## src/rtl/ecap_pkg.sv

```systemverilog
package ecap_pkg;
  localparam int NUM_CH    = 4;
  localparam int BUF_PAIRS = NUM_CH / 2;

  // Decide whether a detected transition is a capture event.
  function automatic logic edge_valid(input logic rise, input logic fall,
                                      input logic rise_sel, input logic both);
    if (both) return rise | fall;
    return rise_sel ? rise : fall;
  endfunction

  // Next flag state: a set in the same cycle overrides a clear.
  function automatic logic flag_next(input logic q, input logic set,
                                     input logic clr);
    return set | (q & ~clr);
  endfunction

  // Interrupt request from flags and enables.
  function automatic logic irq_any(input logic [NUM_CH-1:0] flags,
                                   input logic [NUM_CH-1:0] en);
    return |(flags & en);
  endfunction
endpackage

```

## src/rtl/ecap_sync_edge.sv

```systemverilog
module ecap_sync_edge #(
  parameter int STAGES = 2
) (
  input  logic clk,
  input  logic rst_n,
  input  logic pin_i,
  output logic rise_o,
  output logic fall_o
);
  localparam int LAST = STAGES;

  logic [LAST:0] chain_q;

  always_ff @(posedge clk or negedge rst_n) begin
    if (!rst_n) chain_q <= '0;
    else        chain_q <= {chain_q[LAST-1:0], pin_i};
  end

  logic cur_lvl, prev_lvl;
  assign cur_lvl  = chain_q[LAST-1];
  assign prev_lvl = chain_q[LAST];
  assign rise_o   = cur_lvl & ~prev_lvl;
  assign fall_o   = ~cur_lvl & prev_lvl;
endmodule

```

## src/rtl/ecap_cap_reg.sv

```systemverilog
module ecap_cap_reg #(
  parameter int W = 16
) (
  input  logic         clk,
  input  logic         rst_n,
  input  logic         load_i,
  input  logic [W-1:0] data_i,
  input  logic         set_i,
  input  logic         clr_i,
  output logic [W-1:0] value_o,
  output logic         flag_o
);
  import ecap_pkg::*;

  always_ff @(posedge clk or negedge rst_n) begin
    if (!rst_n) begin
      value_o <= '0;
      flag_o  <= 1'b0;
    end else begin
      if (load_i) value_o <= data_i;
      flag_o <= flag_next(flag_o, set_i, clr_i);
    end
  end
endmodule

```

## src/rtl/edge_capture_unit.sv

```systemverilog
module edge_capture_unit #(
  parameter int CNT_W       = 16,
  parameter int SYNC_STAGES = 2
) (
  input  logic                       clk,
  input  logic                       rst_n,
  input  logic [CNT_W-1:0]           frc_i,
  input  logic [ecap_pkg::NUM_CH-1:0]    cap_pin_i,
  input  logic [ecap_pkg::NUM_CH-1:0]    edge_rise_i,
  input  logic [ecap_pkg::NUM_CH-1:0]    irq_en_i,
  input  logic [ecap_pkg::BUF_PAIRS-1:0] buf_en_i,
  input  logic [ecap_pkg::NUM_CH-1:0]    flag_clr_i,
  output logic [CNT_W-1:0]           cap_a_o,
  output logic [CNT_W-1:0]           cap_b_o,
  output logic [CNT_W-1:0]           cap_c_o,
  output logic [CNT_W-1:0]           cap_d_o,
  output logic [ecap_pkg::NUM_CH-1:0]    flag_o,
  output logic                       irq_o
);
  import ecap_pkg::*;

  // Named internal events, observed by the bound checker.
  logic [NUM_CH-1:0]    rise_det, fall_det;
  logic [NUM_CH-1:0]    cap_evt;
  logic [BUF_PAIRS-1:0] xfer_evt;
  logic [NUM_CH-1:0]    load_en;
  logic [CNT_W-1:0]     load_val [NUM_CH];
  logic [CNT_W-1:0]     cap_q    [NUM_CH];

  for (genvar ch = 0; ch < NUM_CH; ch++) begin : g_ch
    ecap_sync_edge #(.STAGES(SYNC_STAGES)) i_sync (
      .clk    (clk),
      .rst_n  (rst_n),
      .pin_i  (cap_pin_i[ch]),
      .rise_o (rise_det[ch]),
      .fall_o (fall_det[ch])
    );

    if (ch < BUF_PAIRS) begin : g_primary
      // Primary channel: buffer mode widens detection to both edges.
      assign cap_evt[ch]  = edge_valid(rise_det[ch], fall_det[ch],
                                       edge_rise_i[ch], buf_en_i[ch]);
      assign load_en[ch]  = cap_evt[ch];
      assign load_val[ch] = frc_i;
    end else begin : g_partner
      localparam int SRC = ch - BUF_PAIRS;
      logic paired;
      assign paired        = buf_en_i[SRC];
      assign cap_evt[ch]   = ~paired & edge_valid(rise_det[ch], fall_det[ch],
                                                  edge_rise_i[ch], 1'b0);
      assign xfer_evt[SRC] = paired & cap_evt[SRC];
      assign load_en[ch]   = cap_evt[ch] | xfer_evt[SRC];
      assign load_val[ch]  = xfer_evt[SRC] ? cap_q[SRC] : frc_i;
    end

    ecap_cap_reg #(.W(CNT_W)) i_reg (
      .clk     (clk),
      .rst_n   (rst_n),
      .load_i  (load_en[ch]),
      .data_i  (load_val[ch]),
      .set_i   (cap_evt[ch]),
      .clr_i   (flag_clr_i[ch]),
      .value_o (cap_q[ch]),
      .flag_o  (flag_o[ch])
    );
  end

  assign cap_a_o = cap_q[0];
  assign cap_b_o = cap_q[1];
  assign cap_c_o = cap_q[2];
  assign cap_d_o = cap_q[3];
  assign irq_o   = irq_any(flag_o, irq_en_i);
endmodule

```

## config.mk

```make
export PLATFORM = sky130hd
export DESIGN_NAME = edge_capture_unit
export DESIGN_NICKNAME = d
export VERILOG_FILES = /design/src/rtl/ecap_pkg.sv /design/src/rtl/ecap_sync_edge.sv /design/src/rtl/ecap_cap_reg.sv /design/src/rtl/edge_capture_unit.sv
export SDC_FILE = /design/constraint.sdc
export NUM_CORES = 1
export LEC_CHECK = 0
export ABC_CLOCK_PERIOD_IN_PS = 2300
export BUFFER_PORTS_ARGS = -buffer_cell sky130_fd_sc_hd__buf_2
export CAP_MARGIN = 15
export CELL_PAD_IN_SITES_DETAIL_PLACEMENT = 0
export CELL_PAD_IN_SITES_GLOBAL_PLACEMENT = 2
export CORE_ASPECT_RATIO = 1.2
export CORE_MARGIN = 10
export CORE_UTILIZATION = 35
export CTS_CLUSTER_SIZE = 16
export DETAILED_ROUTE_END_ITERATION = 8
export GPL_ROUTABILITY_DRIVEN = 0
export PLACE_DENSITY_LB_ADDON = 0.1
export SYNTH_ARGS = -nofsm -noshare
export SYNTH_HDL_FRONTEND = slang
export SYNTH_SLANG_ARGS = --single-unit
```

## constraint.sdc

```tcl
create_clock -name clk -period 2.3 [get_ports clk]
set_clock_uncertainty 0.05 [all_clocks]
set_input_delay 0 -clock clk [delete_from_list [all_inputs] [get_ports clk]]
set_output_delay 0 -clock clk [all_outputs]
set_load 0.01 [all_outputs]
```

==> results of run 1 <==
[synthesized netlist by cell type, drive strengths merged]
library cell / instances / area [um^2]
a21o: 2 / 17.5
a22oi: 2 / 15.0
and3b: 2 / 17.5
buf: 16 / 190
dfrtp: 80 / 2000
ha: 4 / 50.1
inv: 8 / 30.0
mux2: 98 / 1250
nand2: 3 / 11.3
nand2b: 1 / 6.26
nor2b: 1 / 6.26
nor3b: 2 / 15.0
o21a: 2 / 15.0
o21ai: 2 / 10.0
o21bai: 2 / 15.0
o31a: 2 / 17.5
[cells by family after synthesis]
family | Yosys count | synth area share, %
and+or+nand+nor | 9 | 1.54
DFF | 80 | 54.6
buffers and inverters | 24 | 6.01
adders and majority gates | 4 | 1.37
AOI/OAI and AO/OA | 12 | 2.46
muxes | 98 | 34.0
[how the worst min path moves through the flow]
stage | end | slack, ns | depth (start not counted)
final | g_ch[1].i_reg.value_o[8] | 0.20 | 2
after global routing | g_ch[0].i_reg.value_o[9] | 0.24 | 2
after CTS | g_ch[1].i_reg.value_o[8] | 0.22 | 2
after detailed placement | g_ch[1].i_reg.value_o[8] | 0.03 | 1
after global placement | g_ch[1].i_reg.value_o[8] | 0.03 | 1
after floorplan | g_ch[0].i_reg.flag_o | -0.35 | 0
[area by class of cell]
cell class | instances | area (um^2)
Multi-Input combinational cell | 123 | 1450
Inverter | 8 | 30.0
Tap cell | 126 | 158
Fill cell | 963 | 5310
Clock buffer | 9 | 225
Sequential cell | 80 | 2000
Clock inverter | 7 | 62.6
Timing Repair Buffer | 140 | 873
[flip-flops by register name, summed over array words and instances (netlist names)]
name                 count
g_ch.i_reg.value_o      64
g_ch.i_sync.chain_q     12
g_ch.i_reg.flag_o        4
[layer usage]
metal | vias to the layer above | global-route usage, % | wire length (um)
met1 | 1120 | 15.1 | 3990
met5 | - | 0 | 0
met2 | 66 | 19.2 | 4240
met4 | 0 | 5.93 | 129
met3 | 9 | 4.23 | 599
li1 | 1071 | - | -
[placed cells by master, fill, tap and decap left out, drive strengths merged]
| cell | n |
|---|---|
| buf | 113 |
| mux2 | 98 |
| dfrtp | 80 |
| dlygate4sd3 | 27 |
| clkbuf | 9 |
| inv | 8 |
| clkinv | 5 |
| ha | 4 |
| nand2 | 3 |
| a22oi | 2 |
| o21a | 2 |
| a21o | 2 |
| and3b | 2 |
| nor3b | 2 |
| o21bai | 2 |
| o21ai | 2 |
| o31a | 2 |
| nor2b | 1 |
| nand2b | 1 |
| bufinv | 1 |
| clkinvlp | 1 |
[power by group]
group          switching, mW  leakage (nW)  internal (mW)  total, mW
Clock                  0.567         0.145          0.831       1.40
Combinational          0.436          1.26          0.565       1.00
Sequential             0.149         0.936           1.64       1.79
==> flow_metrics.env, run 1 <==
export IMPL_fmax_ghz=0.526
export IMPL_dp_cells=450
export IMPL_required_ns=2.47
export IMPL_cts_buffers=9
export IMPL_clock_path_buffers=2
export IMPL_path_cells="inv_1 -> ha_1 -> nor2b_2 -> buf_4 -> mux2_2 -> mux2_2"
export IMPL_grt_max_degree=50
export IMPL_grt_pass1_wl_um=14700
export IMPL_viasPerCell=4.60
export IMPL_grt_setup_unrepaired="no"
export IMPL_start_kind="flip-flop"
export IMPL_finalInstanceArea_um2=4800
export IMPL_wire_per_inst_um=18.2
export IMPL_report_final_slew_viol_count=0
export IMPL_slowest_delay_ns=0.37
export IMPL_cp_startpoint="g_ch[0].i_sync.chain_q[1]"
export IMPL_synth_distinct_cells=21
export IMPL_vias=2266
export IMPL_die_width_um=113
export IMPL_drtPass1Iterations=4
export IMPL_r2r_start="g_ch[0].i_sync.chain_q[1]"
export IMPL_postSynthCellCount=227
export IMPL_regToRegSetupSlack_ns=0.40
export IMPL_fin_cells=493
export IMPL_yosysWarnings=0
export IMPL_drc=0
export IMPL_cts_tree="done"
export IMPL_final_antenna_net_count=0
export IMPL_crit_path_end="g_ch[2].i_reg.value_o[6]"
export IMPL_cp_top_family="multiplexers"
export IMPL_wirelength_um=8960
export IMPL_hold_viol=0
export IMPL_path_common_cell="mux2_2"
export IMPL_nets=402
export IMPL_drt_iter0_markers=29
export IMPL_die_area_um2=15000
export IMPL_syn_nets=267
export IMPL_post_cts_buffers=0
export IMPL_start_util_pct=36.3
export IMPL_end_kind="flip-flop"
export IMPL_die_h_um=132
export IMPL_post_route_min_period_ns=1.90
export IMPL_dp_slack_ns=0.371
export IMPL_insertion_delay_ns=0.33
export IMPL_hold_slack_ns=0.196
export IMPL_clock_root_buffer="clkbuf_16"
export IMPL_synth_seq_cells=80
export IMPL_grt_ovfl_total=0
export IMPL_crit_path_max_fanout=16
export IMPL_place_area_um2=4240
export IMPL_r2r_end="g_ch[2].i_reg.value_o[6]"
export IMPL_drive_above_1_share_pct=62.1
export IMPL_io_pins=105
export IMPL_cap_viol_max_count=0
export IMPL_power_density_nw_per_um2=873
export IMPL_worst_pin_slew_ns=0.664
export IMPL_finalCritPeriodShare_pct=82.6
export IMPL_antenna_found_initial=0
export IMPL_num_rows=40
export IMPL_arrival_ns=2.07
export IMPL_syn_area_um2=3660
export IMPL_power_leakage_nw=2.34
export IMPL_utilization_pct=47.4
export IMPL_cts_resized=0
export IMPL_antenna_cells=0
export IMPL_critPathKind="reg -> reg"
export IMPL_clock_sinks=80
export IMPL_max_slew_margin_rel_pct=55.8
export IMPL_ir_drop_mv=0.394
export IMPL_portBuffers=104
export IMPL_finalSetupViolations=0
export IMPL_finalPower_mw=4.19
export IMPL_synth_yosys_seq_area_share_pct=54.6
export IMPL_grtUsageTotal_pct=12.4
export IMPL_cp_slowest_cell="dfrtp_1"
export IMPL_tns_ns=0
export IMPL_dp_hpwl_um=6270
export IMPL_setup_ws_ns=0.400
export IMPL_crit_cells=6
export IMPL_clk_pin_slew_ns=0.06
export IMPL_hp_class="in -> async"
export IMPL_rr_worst_depth=6
export IMPL_coreArea_um2=10100
export IMPL_htreeDepth=3
export IMPL_layout_area_overhead_vs_synth_pct=30.9
export IMPL_cts_hold_buf=27
export IMPL_status="completed"
export IMPL_worst_path_buf_inv=2
export IMPL_first_global_vias=2627
export IMPL_post_synth_cell_area_avg_um2=16.1
No activity file was read; power rests on OpenSTA's default activity.
==> run 2, diff against run 1 <==
--- a/config.mk
+++ b/config.mk
@@ -5,14 +5,14 @@
 export SDC_FILE = /design/constraint.sdc
 export NUM_CORES = 1
 export LEC_CHECK = 0
-export ABC_CLOCK_PERIOD_IN_PS = 2300
+export ABC_CLOCK_PERIOD_IN_PS = 1650
 export BUFFER_PORTS_ARGS = -buffer_cell sky130_fd_sc_hd__buf_2
 export CAP_MARGIN = 15
 export CELL_PAD_IN_SITES_DETAIL_PLACEMENT = 0
 export CELL_PAD_IN_SITES_GLOBAL_PLACEMENT = 2
 export CORE_ASPECT_RATIO = 1.2
 export CORE_MARGIN = 10
-export CORE_UTILIZATION = 35
+export CORE_UTILIZATION = 32
 export CTS_CLUSTER_SIZE = 16
 export DETAILED_ROUTE_END_ITERATION = 8
 export GPL_ROUTABILITY_DRIVEN = 0
==> constraint.sdc (replaced) <==
create_clock -name clk -period 1.65 [get_ports clk]
set_clock_uncertainty 0.05 [all_clocks]
set_input_delay 0 -clock clk [delete_from_list [all_inputs] [get_ports clk]]
set_output_delay 0 -clock clk [all_outputs]
set_load 0.01 [all_outputs]
==> flow_metrics.env, run 2 (same netlist as run 1, synthesis figures left out) <==
export IMPL_path_cells="inv_2 -> ha_4 -> nor2b_4 -> buf_8 -> mux2_4 -> mux2_4"
export IMPL_finalPower_mw=6.30
export IMPL_cts_tree="done"
export IMPL_hp_class="in -> reg"
export IMPL_slowest_delay_ns=0.40
export IMPL_viasPerCell=4.41
export IMPL_cap_viol_max_count=0
export IMPL_start_kind="flip-flop"
export IMPL_antenna_found_initial=0
export IMPL_power_density_nw_per_um2=1200
export IMPL_reg_top3="g_ch.i_reg.value_o x64, g_ch.i_sync.chain_q x12, g_ch.i_reg.flag_o x4"
export IMPL_hold_slack_ns=-0.00369
export IMPL_insertion_delay_ns=0.33
export IMPL_grt_pass1_wl_um=15100
export IMPL_largest_register_ffs=64
export IMPL_antenna_cells=0
export IMPL_drc=0
export IMPL_num_rows=42
export IMPL_vias=2309
export IMPL_final_antenna_net_count=0
export IMPL_finalInstanceArea_um2=5260
export IMPL_cp_slowest_cell="dfrtp_1"
export IMPL_cts_buffers=9
export IMPL_layout_area_overhead_vs_synth_pct=43.5
export IMPL_report_final_slew_viol_count=0
export IMPL_start_util_pct=32.9
export IMPL_power_leakage_nw=2.62
export IMPL_drt_iter0_markers=70
export IMPL_fin_cells=524
export IMPL_drive_above_1_share_pct=65.4
export IMPL_coreArea_um2=11100
export IMPL_clock_root_buffer="clkbuf_16"
export IMPL_end_kind="flip-flop"
export IMPL_r2r_start="g_ch[0].i_sync.chain_q[1]"
export IMPL_wirelength_um=9550
export IMPL_die_width_um=118
export IMPL_required_ns=1.81
export IMPL_hold_viol=1
export IMPL_wire_per_inst_um=18.2
export IMPL_critPathKind="reg -> reg"
export IMPL_violations="hold timing, setup timing"
export IMPL_dp_cells=479
export IMPL_crit_path_max_fanout=7
export IMPL_holdCritStartpoint="edge_rise_i[2]"
export IMPL_die_h_um=137
export IMPL_io_pins=105
export IMPL_cp_startpoint="g_ch[0].i_sync.chain_q[1]"
export IMPL_arrival_ns=1.91
export IMPL_portBuffers=104
export IMPL_grt_max_degree=81
export IMPL_clock_sinks=80
export IMPL_worst_pin_slew_ns=0.447
export IMPL_finalSetupViolations=64
export IMPL_setup_ws_ns=-0.0951
export IMPL_clock_path_buffers=2
export IMPL_place_area_um2=4430
export IMPL_dp_hpwl_um=6320
export IMPL_grt_setup_unrepaired="yes"
export IMPL_mostFrequentLayoutCell="buf_2"
export IMPL_clk_pin_slew_ns=0.06
export IMPL_grtUsageTotal_pct=11.9
export IMPL_fmax_ghz=0.573
export IMPL_htreeDepth=3
export IMPL_status="finished with violations"
export IMPL_largest_register="g_ch.i_reg.value_o"
export IMPL_ir_drop_mv=0.465
export IMPL_first_global_vias=2659
export IMPL_die_area_um2=16200
export IMPL_grt_ovfl_total=0
export IMPL_drtPass1Iterations=4
export IMPL_layout_common_cells="103 x buf_2, 83 x mux2_4, 80 x dfrtp_1, 26 x dlygate4sd3_1, 15 x mux2_2"
export IMPL_finalCritPeriodShare_pct=106
export IMPL_utilization_pct=47.2
export IMPL_path_common_cell="mux2_4"
export IMPL_nets=406
export IMPL_max_slew_margin_rel_pct=70.2
export IMPL_post_route_min_period_ns=1.75
[run 2: cell count changes in the layout (fill, tap and decap cells not counted), moves of 4 or more]
cell / delta
clkinv_2: -4
ha_1: -4
mux2_2: -43
buf_4: -7
buf_12: +7
mux2_4: +45
[run 2: per-layer routing]
layer / vias to the layer above / share of wire, % / GRT usage, %
li1: 1072 / - / -
met1: 1158 / 45 / 14.4
met2: 68 / 48 / 19.1
met3: 11 / 6.1 / 3.89
met4: 0 / 1.5 / 5.36
met5: - / 0 / 0
[run 2: worst max-delay path: cells and delay by family (launching register included)]
kind                       cells  cell delay (ns)
and+or+nand+nor                1             0.18
adders and majority gates      1             0.20
buffers and inverters          2             0.24
muxes                          2             0.56
DFF                            1             0.40
[run 2: power breakdown]
group / leakage [nW] / total [mW] / switching [mW] / internal (mW)
logic: 1.52 / 1.64 / 0.665 / 0.970
clock network: 0.159 / 2.16 / 0.758 / 1.40
registers: 0.936 / 2.51 / 0.219 / 2.29
total: 2.62 / 6.30 / 1.64 / 4.65
[run 2: what timing repair did]
action	in CTS	in global routing
buffers inserted	1	0
endpoints found under the hold margin	120	0
pin swaps	1	2
gates cloned	2	1
hold buffers	26	0
setup endpoints to repair	64	66
resized for setup	36	13
[run 2: path summary, 6_finish.rpt]
path	end	slack (ns)	depth (start not counted)
setup / recovery	g_ch[2].i_reg.value_o[4]	-0.1	6
min in group asynchronous	g_ch[1].i_reg.flag_o	0.20	3
max in group asynchronous	g_ch[3].i_reg.value_o[5]	1.00	3
setup reg to reg	g_ch[2].i_reg.value_o[4]	-0.1	6
hold reg to reg	g_ch[1].i_sync.chain_q[1]	0.30	0
hold / removal	g_ch[2].i_reg.flag_o	-0.004	4
[run 2: metrics by stage]
| step | hold WS (ns) | worst slack [ns] | TNS [ns] |
|---|---|---|---|
| after floorplan | -0.346 | -0.142 | -4.15 |
| after global placement | 0.0243 | -0.129 | -5.11 |
| after detailed placement | 0.0274 | -0.194 | -6.79 |
| after CTS | 0.00441 | -0.118 | -5.24 |
| after global routing | 0.0380 | -0.173 | -8.22 |
| final | -0.00369 | -0.0951 | -4.02 |
[run 2: layout make-up]
cell class / count / area (um^2)
clock inverters: 3 / 65.1
multi-input cells: 123 / 1670
flip-flops and latches: 80 / 2000
inverters: 8 / 30.0
repair buffers: 144 / 1040
clock buffers: 12 / 256
fillers: 1040 / 5880
well taps: 154 / 193
==> run 3, diff against run 2 <==
--- a/config.mk
+++ b/config.mk
@@ -5,18 +5,19 @@
 export SDC_FILE = /design/constraint.sdc
 export NUM_CORES = 1
 export LEC_CHECK = 0
-export ABC_CLOCK_PERIOD_IN_PS = 1650
+export ABC_CLOCK_PERIOD_IN_PS = 2200
 export BUFFER_PORTS_ARGS = -buffer_cell sky130_fd_sc_hd__buf_2
 export CAP_MARGIN = 15
 export CELL_PAD_IN_SITES_DETAIL_PLACEMENT = 0
 export CELL_PAD_IN_SITES_GLOBAL_PLACEMENT = 2
 export CORE_ASPECT_RATIO = 1.2
-export CORE_MARGIN = 10
-export CORE_UTILIZATION = 32
+export CORE_MARGIN = 2
+export CORE_UTILIZATION = 38
 export CTS_CLUSTER_SIZE = 16
 export DETAILED_ROUTE_END_ITERATION = 8
 export GPL_ROUTABILITY_DRIVEN = 0
 export PLACE_DENSITY_LB_ADDON = 0.1
+export RECOVER_POWER = 25
 export SYNTH_ARGS = -nofsm -noshare
 export SYNTH_HDL_FRONTEND = slang
 export SYNTH_SLANG_ARGS = --single-unit
==> constraint.sdc (replaced) <==
create_clock -name clk -period 2.2 [get_ports clk]
set_clock_uncertainty 0.05 [all_clocks]
set_input_delay 0 -clock clk [delete_from_list [all_inputs] [get_ports clk]]
set_output_delay 0 -clock clk [all_outputs]
set_load 0.01 [all_outputs]
==> flow_metrics.env, run 3 (same netlist as run 1, synthesis figures left out) <==
export IMPL_status="completed"
export IMPL_fill_cells=860
export IMPL_use_met3_pct=4.26
export IMPL_cts_tree="done"
export IMPL_start_kind="flip-flop"
export IMPL_combPwrFrac_pct=23.1
export IMPL_p_seq_share_pct=41.6
export IMPL_place_area_um2=4270
export IMPL_final_antenna_net_count=0
export IMPL_dp_hpwl_um=5450
export IMPL_cap_viol_max_count=0
export IMPL_vias=2317
export IMPL_clkPwrFrac_pct=35.3
export IMPL_layout_area_overhead_vs_synth_pct=32.6
export IMPL_arrival_ns=2.04
export IMPL_die_h_um=112
export IMPL_path_cells="inv_1 -> ha_1 -> nor2b_2 -> buf_4 -> mux2_2 -> mux2_4"
export IMPL_p_sw_mw=1.16
export IMPL_cts_buffers=9
export IMPL_die_width_um=93.7
export IMPL_report_final_slew_viol_count=0
export IMPL_num_rows=39
export IMPL_slowest_delay_ns=0.36
export IMPL_coreArea_um2=9470
export IMPL_io_pins=105
export IMPL_reg_top3="g_ch.i_reg.value_o x64, g_ch.i_sync.chain_q x12, g_ch.i_reg.flag_o x4"
export IMPL_cts_resized=0
export IMPL_largest_register="g_ch.i_reg.value_o"
export IMPL_end_kind="flip-flop"
export IMPL_grt_setup_unrepaired="no"
export IMPL_tns_ns=0
export IMPL_hp_class="in -> reg"
export IMPL_finalCritPeriodShare_pct=85.5
export IMPL_critPathKind="reg -> reg"
export IMPL_first_global_vias=2401
export IMPL_grt_max_degree=45
export IMPL_multi_input_area_um2=1450
export IMPL_post_route_min_period_ns=1.88
export IMPL_portBuffers=104
export IMPL_worst_pin_slew_ns=1.14
export IMPL_cts_hold_buf=27
export IMPL_busiest_layer="met2"
export IMPL_finalInstanceArea_um2=4860
export IMPL_grt_ovfl_total=0
export IMPL_wire_per_inst_um=15.7
export IMPL_finalSetupViolations=0
export IMPL_antenna_found_initial=0
export IMPL_drive_above_1_share_pct=62.1
export IMPL_crit_path_max_fanout=12
export IMPL_clock_path_buffers=2
export IMPL_fmax_ghz=0.531
export IMPL_whs_path_depth=3
export IMPL_start_util_pct=38.7
export IMPL_cell_internal_pwr_mw=3.33
export IMPL_drt_iter0_markers=35
export IMPL_drc=0
export IMPL_required_ns=2.36
export IMPL_htreeDepth=3
export IMPL_layout_common_cells="101 x buf_2, 80 x dfrtp_1, 58 x mux2_2, 38 x mux2_4, 27 x dlygate4sd3_1"
export IMPL_grt_use_met2_pct=24.1
export IMPL_viasPerCell=4.68
export IMPL_grt_pass1_wl_um=12700
export IMPL_power_leakage_nw=2.37
export IMPL_use_met1_pct=21.9
export IMPL_power_density_nw_per_um2=925
export IMPL_nets=407
export IMPL_post_cts_buffers=0
export IMPL_drtPass1Iterations=4
export IMPL_cp_slowest_cell="dfrtp_1"
export IMPL_insertion_delay_ns=0.33
export IMPL_largest_register_ffs=64
export IMPL_clk_pin_slew_ns=0.06
export IMPL_grtUsageTotal_pct=15.8
export IMPL_regArea_um2=2000
export IMPL_hold_viol=0
export IMPL_mostFrequentLayoutCell="buf_2"
export IMPL_antenna_cells=0
export IMPL_ir_drop_mv=0.456
export IMPL_swShare_pct=25.9
export IMPL_rr_worst_depth=6
export IMPL_max_slew_margin_rel_pct=24.1
export IMPL_clock_sinks=80
export IMPL_die_area_um2=10400
export IMPL_clock_root_buffer="clkbuf_16"
export IMPL_wirelength_um=7770
## run 3: layout make-up
class                           instances  area share, %
Sequential cell                        80           41.2
Multi-Input combinational cell        123           29.7
Timing Repair Buffer                  145           18.6
Clock buffer                           10           4.92
Tap cell                              123           3.17
Clock inverter                          6           1.70
Inverter                                8          0.618
## run 3: worst paths after layout
check	start	endpoint	slack, ns
worst max register to register	g_ch[0].i_sync.chain_q[1]	g_ch[2].i_reg.value_o[1]	0.32
min in group asynchronous	rst_n	g_ch[0].i_reg.value_o[7]	0.38
worst max-delay path	g_ch[0].i_sync.chain_q[1]	g_ch[2].i_reg.value_o[1]	0.32
worst min register to register	g_ch[3].i_sync.chain_q[0]	g_ch[3].i_sync.chain_q[1]	0.30
max in group asynchronous	rst_n	g_ch[1].i_reg.value_o[12]	0.92
worst min-delay path	buf_en_i[0]	g_ch[0].i_reg.flag_o	0.20
## run 3: layer usage
metal	vias up	wire length, um
met1	1162	3710
met5	-	0
li1	1081	-
met2	66	3550
met3	8	410
met4	0	99
## run 3: worst max-delay path: cells and delay by family (launching register included)
family        cells  cell delay [ns]
flops             1             0.36
buf+inv           2             0.29
simple gates      1             0.14
mux               2             0.62
fa+ha+maj         1             0.31
## run 3: per-stage QoR
stage | setup slack, ns | cells | total power [mW] | hold slack, ns | utilization [%]
2_1_floorplan | 0.349 | 227 | 2.53 | -0.346 | -
3_3_place_gp | 0.333 | 452 | 2.90 | -0.00105 | 45.1
3_5_place_dp | 0.306 | 452 | 2.92 | -0.00648 | 45.1
4_1_cts | 0.300 | 495 | 4.57 | 0.177 | 51.4
5_1_grt | 0.198 | 495 | 4.74 | 0.248 | 51.3
6_report | 0.318 | 495 | 4.50 | 0.203 | 51.3
## run 3: power groups by stage
stage / registers (mW) / clock network (mW) / logic (mW)
floorplan: 1.98 / 0 / 0.548
global route: 1.90 / 1.71 / 1.13
detailed placement: 1.89 / 0 / 1.02
finish: 1.87 / 1.59 / 1.04
global placement: 1.89 / 0 / 1.01
CTS: 1.87 / 1.64 / 1.06
